**src/rtl/selfroute_pkg.sv**
```systemverilog
package selfroute_pkg;

  // Width of one internal cell word: valid, source index, tag, payload.
  function automatic int cell_width(input int addr_w, input int data_w);
    return 1 + 2 * addr_w + data_w;
  endfunction

  // Inverse perfect shuffle: the line of the previous column that feeds
  // line n of the next column (rotate the line index right by one).
  function automatic int unshuffle(input int n, input int addr_w);
    return (n >> 1) | ((n & 1) << (addr_w - 1));
  endfunction

endpackage

```
**src/rtl/selfroute_elem.sv**
```systemverilog
module selfroute_elem #(
  parameter int A   = 3,
  parameter int W   = 8,
  parameter int BIT = 2
) (
  input  logic [1+2*A+W-1:0] up_i,
  input  logic [1+2*A+W-1:0] lo_i,
  output logic [1+2*A+W-1:0] up_o,
  output logic [1+2*A+W-1:0] lo_o,
  output logic               lose_o,
  output logic [A-1:0]       lose_src_o
);
  localparam int CW  = selfroute_pkg::cell_width(A, W);
  localparam int VB  = CW - 1;
  localparam int DB  = W + BIT;
  localparam int SRC = W + 2 * A - 1;

  logic u_up, u_dn, l_up, l_dn;

  always_comb begin
    u_up = up_i[VB] & ~up_i[DB];
    u_dn = up_i[VB] &  up_i[DB];
    l_up = lo_i[VB] & ~lo_i[DB];
    l_dn = lo_i[VB] &  lo_i[DB];
    // Fixed priority: the upper input always keeps the link it asks for.
    up_o = u_up ? up_i : (l_up ? lo_i : '0);
    lo_o = u_dn ? up_i : (l_dn ? lo_i : '0);
    lose_o     = (u_up & l_up) | (u_dn & l_dn);
    lose_src_o = lo_i[SRC -: A];
  end
endmodule

```
**src/rtl/selfroute_stage.sv**
```systemverilog
module selfroute_stage #(
  parameter int N   = 8,
  parameter int A   = 3,
  parameter int W   = 8,
  parameter int STG = 0
) (
  input  logic [1+2*A+W-1:0] cells_i [N],
  output logic [1+2*A+W-1:0] cells_o [N],
  output logic [N/2-1:0]     lose_v_o,
  output logic [A-1:0]       lose_src_o [N/2]
);
  localparam int CW  = selfroute_pkg::cell_width(A, W);
  localparam int BIT = A - 1 - STG;

  logic [CW-1:0] shuf [N];

  // Perfect-shuffle wiring in front of the column.
  for (genvar n = 0; n < N; n++) begin : g_wire
    localparam int FROM = selfroute_pkg::unshuffle(n, A);
    assign shuf[n] = cells_i[FROM];
  end

  for (genvar e = 0; e < N / 2; e++) begin : g_elem
    selfroute_elem #(.A(A), .W(W), .BIT(BIT)) u_elem (
      .up_i       (shuf[2*e]),
      .lo_i       (shuf[2*e+1]),
      .up_o       (cells_o[2*e]),
      .lo_o       (cells_o[2*e+1]),
      .lose_o     (lose_v_o[e]),
      .lose_src_o (lose_src_o[e])
    );
  end
endmodule

```
**src/rtl/selfroute_dropmap.sv**
```systemverilog
module selfroute_dropmap #(
  parameter int N = 8,
  parameter int A = 3
) (
  input  logic [N/2-1:0] lose_v_i   [A],
  input  logic [A-1:0]   lose_src_i [A][N/2],
  output logic [N-1:0]   blocked_o
);
  always_comb begin
    blocked_o = '0;
    for (int s = 0; s < A; s++) begin
      for (int e = 0; e < N / 2; e++) begin
        if (lose_v_i[s][e]) blocked_o[lose_src_i[s][e]] = 1'b1;
      end
    end
  end
endmodule

```
**src/rtl/selfroute_net.sv**
```systemverilog
module selfroute_net #(
  parameter int N_PORTS = 8,
  parameter int DATA_W  = 8
) (
  input  logic                               clk,
  input  logic                               rst,
  input  logic [N_PORTS-1:0]                 in_valid,
  input  logic [N_PORTS*$clog2(N_PORTS)-1:0] in_dest,
  input  logic [N_PORTS*DATA_W-1:0]          in_data,
  output logic [N_PORTS-1:0]                 out_valid,
  output logic [N_PORTS*DATA_W-1:0]          out_data,
  output logic [N_PORTS*$clog2(N_PORTS)-1:0] out_src,
  output logic [N_PORTS-1:0]                 blocked
);
  localparam int ADDR_W = $clog2(N_PORTS);
  localparam int STAGES = ADDR_W;
  localparam int HALF   = N_PORTS / 2;
  localparam int CW     = selfroute_pkg::cell_width(ADDR_W, DATA_W);
  localparam int VB     = CW - 1;
  localparam int SRC_HI = DATA_W + 2 * ADDR_W - 1;
  localparam int DST_HI = DATA_W + ADDR_W - 1;

  logic [CW-1:0]     in_lane  [N_PORTS];
  logic [CW-1:0]     lane     [STAGES][N_PORTS];
  logic [HALF-1:0]   lose_v   [STAGES];
  logic [ADDR_W-1:0] lose_src [STAGES][HALF];
  logic [N_PORTS-1:0] blocked_c;
  logic [ADDR_W-1:0] dest_q   [N_PORTS];
  logic              live;

  always_comb begin
    for (int i = 0; i < N_PORTS; i++) begin
      in_lane[i] = {in_valid[i], ADDR_W'(i), in_dest[i*ADDR_W +: ADDR_W],
                    in_data[i*DATA_W +: DATA_W]};
    end
  end

  for (genvar s = 0; s < STAGES; s++) begin : g_col
    if (s == 0) begin : g_first
      selfroute_stage #(.N(N_PORTS), .A(ADDR_W), .W(DATA_W), .STG(s)) u_stage (
        .cells_i    (in_lane),
        .cells_o    (lane[s]),
        .lose_v_o   (lose_v[s]),
        .lose_src_o (lose_src[s])
      );
    end else begin : g_next
      selfroute_stage #(.N(N_PORTS), .A(ADDR_W), .W(DATA_W), .STG(s)) u_stage (
        .cells_i    (lane[s-1]),
        .cells_o    (lane[s]),
        .lose_v_o   (lose_v[s]),
        .lose_src_o (lose_src[s])
      );
    end
  end

  selfroute_dropmap #(.N(N_PORTS), .A(ADDR_W)) u_dropmap (
    .lose_v_i   (lose_v),
    .lose_src_i (lose_src),
    .blocked_o  (blocked_c)
  );

  always_ff @(posedge clk) begin
    if (rst) begin
      out_valid <= '0;
      out_data  <= '0;
      out_src   <= '0;
      blocked   <= '0;
      live      <= 1'b0;
      for (int o = 0; o < N_PORTS; o++) dest_q[o] <= '0;
    end else begin
      for (int o = 0; o < N_PORTS; o++) begin
        out_valid[o]                   <= lane[STAGES-1][o][VB];
        out_data[o*DATA_W +: DATA_W]   <= lane[STAGES-1][o][DATA_W-1:0];
        out_src[o*ADDR_W +: ADDR_W]    <= lane[STAGES-1][o][SRC_HI -: ADDR_W];
        dest_q[o]                      <= lane[STAGES-1][o][DST_HI -: ADDR_W];
      end
      blocked <= blocked_c;
      live    <= 1'b1;
    end
  end

  // reset leaves the outputs quiet.
  p_reset_quiet_r1: assert property (@(posedge clk)
    rst |=> (out_valid == '0 && blocked == '0));

  // every valid cell is either delivered or flagged.
  p_conserve_r5: assert property (@(posedge clk) disable iff (rst || !live)
    ($countones(out_valid) + $countones(blocked)) == $past($countones(in_valid)));

  // a lone cell never collides.
  p_lone_free_r3: assert property (@(posedge clk) disable iff (rst || !live)
    ($countones(in_valid) == 1) |=> (blocked == '0 && $countones(out_valid) == 1));

  for (genvar o = 0; o < N_PORTS; o++) begin : g_chk_lane
    // the path chosen by the tag bits ends on the lane named by the tag.
    p_lane_dest_r4: assert property (@(posedge clk) disable iff (rst || !live)
      out_valid[o] |-> (dest_q[o] == ADDR_W'(o)));
    // a flag needs a cell on that input in the reported slot.
    p_flag_needs_cell_r9: assert property (@(posedge clk) disable iff (rst || !live)
      blocked[o] |-> $past(in_valid[o]));
  end

  for (genvar i = 0; i < HALF; i++) begin : g_chk_pair
    // equal MSBs at a shared first-column element drop the lower input.
    p_upper_wins_r7: assert property (@(posedge clk) disable iff (rst || !live)
      (in_valid[i] && in_valid[i+HALF] &&
       in_dest[i*ADDR_W + ADDR_W - 1] == in_dest[(i+HALF)*ADDR_W + ADDR_W - 1])
      |=> blocked[i+HALF]);
  end
endmodule

```
**config.mk**
```make
export PLATFORM = sky130hd
export DESIGN_NAME = selfroute_net
export DESIGN_NICKNAME = d
export VERILOG_FILES = /design/src/rtl/selfroute_pkg.sv /design/src/rtl/selfroute_elem.sv /design/src/rtl/selfroute_stage.sv /design/src/rtl/selfroute_dropmap.sv /design/src/rtl/selfroute_net.sv
export SDC_FILE = /design/constraint.sdc
export NUM_CORES = 1
export LEC_CHECK = 0
export BUFFER_PORTS_ARGS = -buffer_cell sky130_fd_sc_hd__buf_4
export CORE_UTILIZATION = 55
export CTS_CLUSTER_DIAMETER = 100
export DETAILED_ROUTE_END_ITERATION = 10
export GPL_ROUTABILITY_DRIVEN = 0
export PLACE_DENSITY_LB_ADDON = 0.2
export SLEW_MARGIN = 20
export SYNTH_ARGS = -nofsm -noshare
export SYNTH_HDL_FRONTEND = slang
export SYNTH_SLANG_ARGS = --single-unit
export TNS_END_PERCENT = 100
```
**constraint.sdc**
```tcl
create_clock -name clk -period 4.4 [get_ports clk]
set_input_delay 0.44 -clock clk [delete_from_list [all_inputs] [get_ports clk]]
set_output_delay 0.44 -clock clk [all_outputs]
set_load 0.01 [all_outputs]
```
==> metrics.txt, run 1 <==
CP arrival 2.98 ns; TritonCTS clock tree built; wire length per cell 21.1 µm; dpl hpwl 16500 µm; maximum vdd drop 0.000244 V; Critical Path End Type flip-flop; cts hold-fix bufs 0; Async SR Flop Fraction 0; Slew Viols, Final 0; Seq pwr share 0.467; I/O pin count 202; diodes inserted 0; Initial Utilization 0.565; # setup viols final 0; setup TNS 0 ns; RSZ-0062 raised after global routing false; register bit total from synthesis between 100 and 150; critical path type in2reg; final instance area 7480 µm²; sequential share of the synthesized area 0.359; crit start category input port; Worst Tran Pin Value 0.963 ns; Root Buffer clkbuf_8; first-pass GRT wire length ~33000 µm; Rows 37; Syn-to-layout area delta 28.9%; first-pass iteration count of the detailed router 11; antenna violations before repair 0; DR vias 6920; Comb pwr share 0.257; EDFF count, synth 0; grt total ovfl 0; # fillers 808; Post-CTS Setup Bufs 0; clock period minus worst slack between 2 and 3 ns; Yosys warnings 0; net switching power 0.698 mW; Finished Core Util 0.728; Switching Share 0.334; Final period util 0.616; TritonCTS buffer count 9; internal power ~1.4 mW; leakage dissipation 2.96 nW; Final Hold Vio Count 0; ANT nets after route 0; Total Wirelength approximately 21000 µm; Post-DP Area 7290 µm²; Rel. slew slack 0.357; Remaining DRCs 3; nets@finish ~960; Via density 6.89; port bufs about 200; clk slew on worst S/H paths 0.10 ns; status finished with violations; worst hold-check path type in2reg; Pwr Density ~280 nW/µm²; Pwr Total 2.09 mW; CTS Sinks 104; Max-Cap Viols 0; syn_nets about 800; most common flop cell mapped by yosys dfxtp_1; failing checks DRC; Syn Area/Cell between 8 and 9 µm²; worst endpoint required time about 4.7 ns; layout cell share with drive strength beyond 1 0.294; Post-Syn Area 5800 µm²; Die W 105 µm; DIE AREA 11000 µm²; vias in the first global route between 6000 and 7000; distinct cell type count after synthesis slightly above 70; fmax about 370 MHz; Clock Path Buffers 2; CTS H-tree lvls 3; DIE HEIGHT 105 µm; drt initial violations 1097; gr usage total 0.379; post-cts sizing count 0; pin count of the biggest net entering global routing between 70 and 80; cells after synthesis 701; core area 10300 µm²; worst-path maximum fanout 16; clock power share 0.276
worst max-delay path, cell delays in order:
cell	delay, ns
buf_4	0.12
and2_1	0.51
o31a_1	0.50
o311ai_1	0.28
nand2_1	0.47
nand3_1	0.36
o22ai_1	0.29
layout by cell type, fill, tap and decap left out, types with 7 or more instances in the layout:
cell type,n
a21oi_1,31
and2_1,13
nor2_1,58
nor2b_1,8
a32o_1,8
o22a_1,10
and3_1,10
a22oi_1,98
nor3_1,8
o22ai_1,73
nand2b_1,9
inv_1,10
clkbuf_8,9
dfxtp_1,104
o21ai_1,7
buf_4,205
nand2_1,55
mux2i_1,9
nand3_1,31
layer usage:
layer,global-route usage,share of wire,routed length (µm),up-vias
met1,0.475,0.36,7650,3164
met2,0.600,0.45,9520,601
met5,0,0,0,-
met4,0.216,0.064,1360,0
li1,-,-,-,3025
met3,0.0842,0.13,2660,130
power groups by stage:
stage | registers, mW | clock network (mW) | logic (mW)
6_report | 0.979 | 0.577 | 0.538
5_1_grt | 0.981 | 0.618 | 0.570
4_1_cts | 0.979 | 0.573 | 0.517
3_5_place_dp | 1.00 | 0 | 0.515
3_3_place_gp | 1.00 | 0 | 0.504
2_1_floorplan | 1.01 | 0 | 0.289
stage by stage:
stage | std cells | hold slack [ns] | setup WS, ns
after floorplan | 701 | 0.558 | 2.19
after global placement | 988 | 0.712 | 1.35
after detailed placement | 988 | 0.712 | 1.19
after CTS | 1004 | 0.331 | 1.51
after global routing | 1004 | 0.332 | 1.53
final | 1004 | 0.328 | 1.69
Yosys cell counts, types with 10 or more instances:
cell type / n / area, µm²
clkbuf_1: 33 / 124
and2_1: 13 / 81.3
nand2_1: 55 / 206
and3_1: 10 / 62.6
dfxtp_1: 104 / 2080
a22oi_1: 98 / 736
o22ai_1: 73 / 457
inv_1: 10 / 37.5
buf_2: 17 / 85.1
o22a_1: 10 / 87.6
a21oi_1: 31 / 155
nand3_1: 31 / 155
nor2_1: 58 / 218
final cells by class:
type,count,area (µm²),share of cell area
Timing Repair Buffer,205,1540,0.206
Clock buffer,10,128,0.0171
Clock inverter,6,57.6,0.00769
Sequential cell,104,2080,0.278
Multi-Input combinational cell,532,3460,0.463
Tap cell,136,170,0.0227
Inverter,11,42.5,0.00569
flip-flops by register name (all words and copies together) (netlist names):
register,flops
out_src,24
blocked,8
out_valid,8
out_data,64
cells by family after synthesis:
| group | count (synthesis) | synth area share |
|---|---|---|
| mux | 16 | 0.0325 |
| flops | 104 | 0.359 |
| simple gates | 227 | 0.199 |
| other cells | 1 | 0.000646 |
| compound gates | 286 | 0.360 |
| xor+xnor | 2 | 0.00302 |
| buf+inv | 65 | 0.0461 |
path summary, 6_finish.rpt:
path / from / endpoint / slack, ns / cells past startpoint
max: in_dest[2] / out_data[34]$_SDFF_PP0_ / 1.69 / 7
min: in_dest[20] / blocked[6]$_SDFF_PP0_ / 0.33 / 2
Note: power is estimated with default switching activity, not from simulation.
==> run 2: changes to the inputs <==
--- a/config.mk
+++ b/config.mk
@@ -6,7 +6,7 @@
 export NUM_CORES = 1
 export LEC_CHECK = 0
 export BUFFER_PORTS_ARGS = -buffer_cell sky130_fd_sc_hd__buf_4
-export CORE_UTILIZATION = 55
+export CORE_UTILIZATION = 51
 export CTS_CLUSTER_DIAMETER = 100
 export DETAILED_ROUTE_END_ITERATION = 10
 export GPL_ROUTABILITY_DRIVEN = 0
==> constraint.sdc (replaced) <==
create_clock -name clk -period 2.6 [get_ports clk]
set_input_delay 0.26 -clock clk [delete_from_list [all_inputs] [get_ports clk]]
set_output_delay 0.26 -clock clk [all_outputs]
set_load 0.01 [all_outputs]
==> metrics.txt, run 2 (synthesis results as in run 1) <==
clk slew on worst S/H paths 0.07 ns; first-pass GRT wire length 34800 µm; CP arrival 2.54 ns; ANT nets after route 0; drt initial violations roughly 1100; Top Registers out_data: 64 flops, out_src: 24 flops; port bufs 201; cts hold-fix bufs 0; Switching Share 0.317; Die W 109 µm; Syn-to-layout area delta 33.5%; internal power 2.68 mW; Slew Viols, Final 0; crit start category input port; TritonCTS buffer count 9; leakage dissipation roughly 3.1 nW; Max-Cap Viols 0; RSZ-0062 raised after global routing false; setup TNS 0 ns; Crit path buffers/inverters 1; # setup viols final 0; CTS H-tree lvls 3; Root Buffer clkbuf_16; diodes inserted 0; max reg flops 64; final hold slack roughly 0.2 ns; status complete, no violations; critical path type in2reg; DR vias ~7200; fmax ~440 MHz; maximum vdd drop a little under 0.0005 V; Rows 38; nets@finish around 990; Clock Path Buffers 2; clock power share 0.329; antenna violations before repair 0; Worst Tran Pin Value between 0.8 and 0.9 ns; Total Wirelength 23000 µm; Biggest register out_data; first-pass iteration count of the detailed router 6; gr usage total 0.389; dpl hpwl between 15000 and 20000 µm; Post-CTS Setup Bufs 0; most common cell after layout, fill and taps aside buf_4; Comb pwr share 0.248; Final Hold Vio Count 0; I/O pin count 202; pin count of the biggest net entering global routing 47; Worst path slowest cell nor2b_1; crit-path cells buf_4 > nor2b_1 > o31ai_1 > nor2_1 > a21oi_4 > nor2b_1 > a22oi_1 > nor2_1; worst-path maximum fanout 10; Seq pwr share 0.422; critical path's top delay family simple AND/OR/NAND/NOR gates; Remaining DRCs 0; TritonCTS clock tree built; grt total ovfl 0; CTS Sinks 104; largest stage delay on the critical path about 0.66 ns; layout cell share with drive strength beyond 1 0.311; Final period util 0.868; core area 11000 µm²; worst endpoint required time 2.88 ns; post-cts sizing count 0; worst hold-check path type in2reg; clock period minus worst slack 2.26 ns; DIE AREA roughly 12000 µm²; most frequent cells in the layout buf_4, dfxtp_1, a22oi_1; DIE HEIGHT 109 µm; wire length per cell approximately 22 µm; vias in the first global route ~6500; net switching power 1.24 mW; Initial Utilization 0.528; Critical Path End Type flip-flop; Pwr Density 506 nW/µm²; Rel. slew slack 0.466; Via density roughly 7
## run 2: cell types whose count changed in the layout (fill, tap and decap cells not counted), sizes merged
cell	delta
clkbuf	-1
buf	+24
clkinv	+2
inv	-2
## run 2: routing by layer
layer / GRT usage / wire length [µm]
met1: 0.493 / 8150
met2: 0.588 / 9680
met3: 0.123 / 3850
met4: 0.208 / 1350
met5: 0 / 0
## run 2: power groups by stage
stage	combinational [mW]	clock (mW)	sequential [mW]
6_report	0.974	1.29	1.66
5_1_grt	1.02	1.36	1.66
4_1_cts	0.928	1.29	1.66
3_5_place_dp	0.920	0	1.69
3_3_place_gp	0.901	0	1.69
2_1_floorplan	0.490	0	1.71
## run 2: final timing paths
kind / end / slack, ns / from / cells after the start
hold / removal: blocked[4]$_SDFF_PP0_ / 0.20 / in_valid[4] / 3
setup / recovery: out_data[14]$_SDFF_PP0_ / 0.34 / in_valid[1] / 8
## run 2: through the flow
step / setup slack, ns / instances / utilization / power [mW] / instance area [µm²]
floorplan: 0.567 / 701 / - / 2.20 / 5800
global placement: 0.282 / 1016 / 0.680 / 2.59 / 7470
detailed placement: 0.141 / 1016 / 0.680 / 2.61 / 7470
CTS: 0.500 / 1031 / 0.706 / 3.88 / 7750
global route: 0.295 / 1031 / 0.706 / 4.03 / 7750
finish: 0.344 / 1031 / 0.706 / 3.92 / 7750
## run 2: cell type report
class | count | area [µm²]
clock buffer | 9 | 225
inverter | 11 | 42.5
multi-input combinational | 532 | 3450
tap | 140 | 175
sequential | 104 | 2080
fill | 856 | 3230
clock inverter | 6 | 51.3
timing repair buffer | 229 | 1720
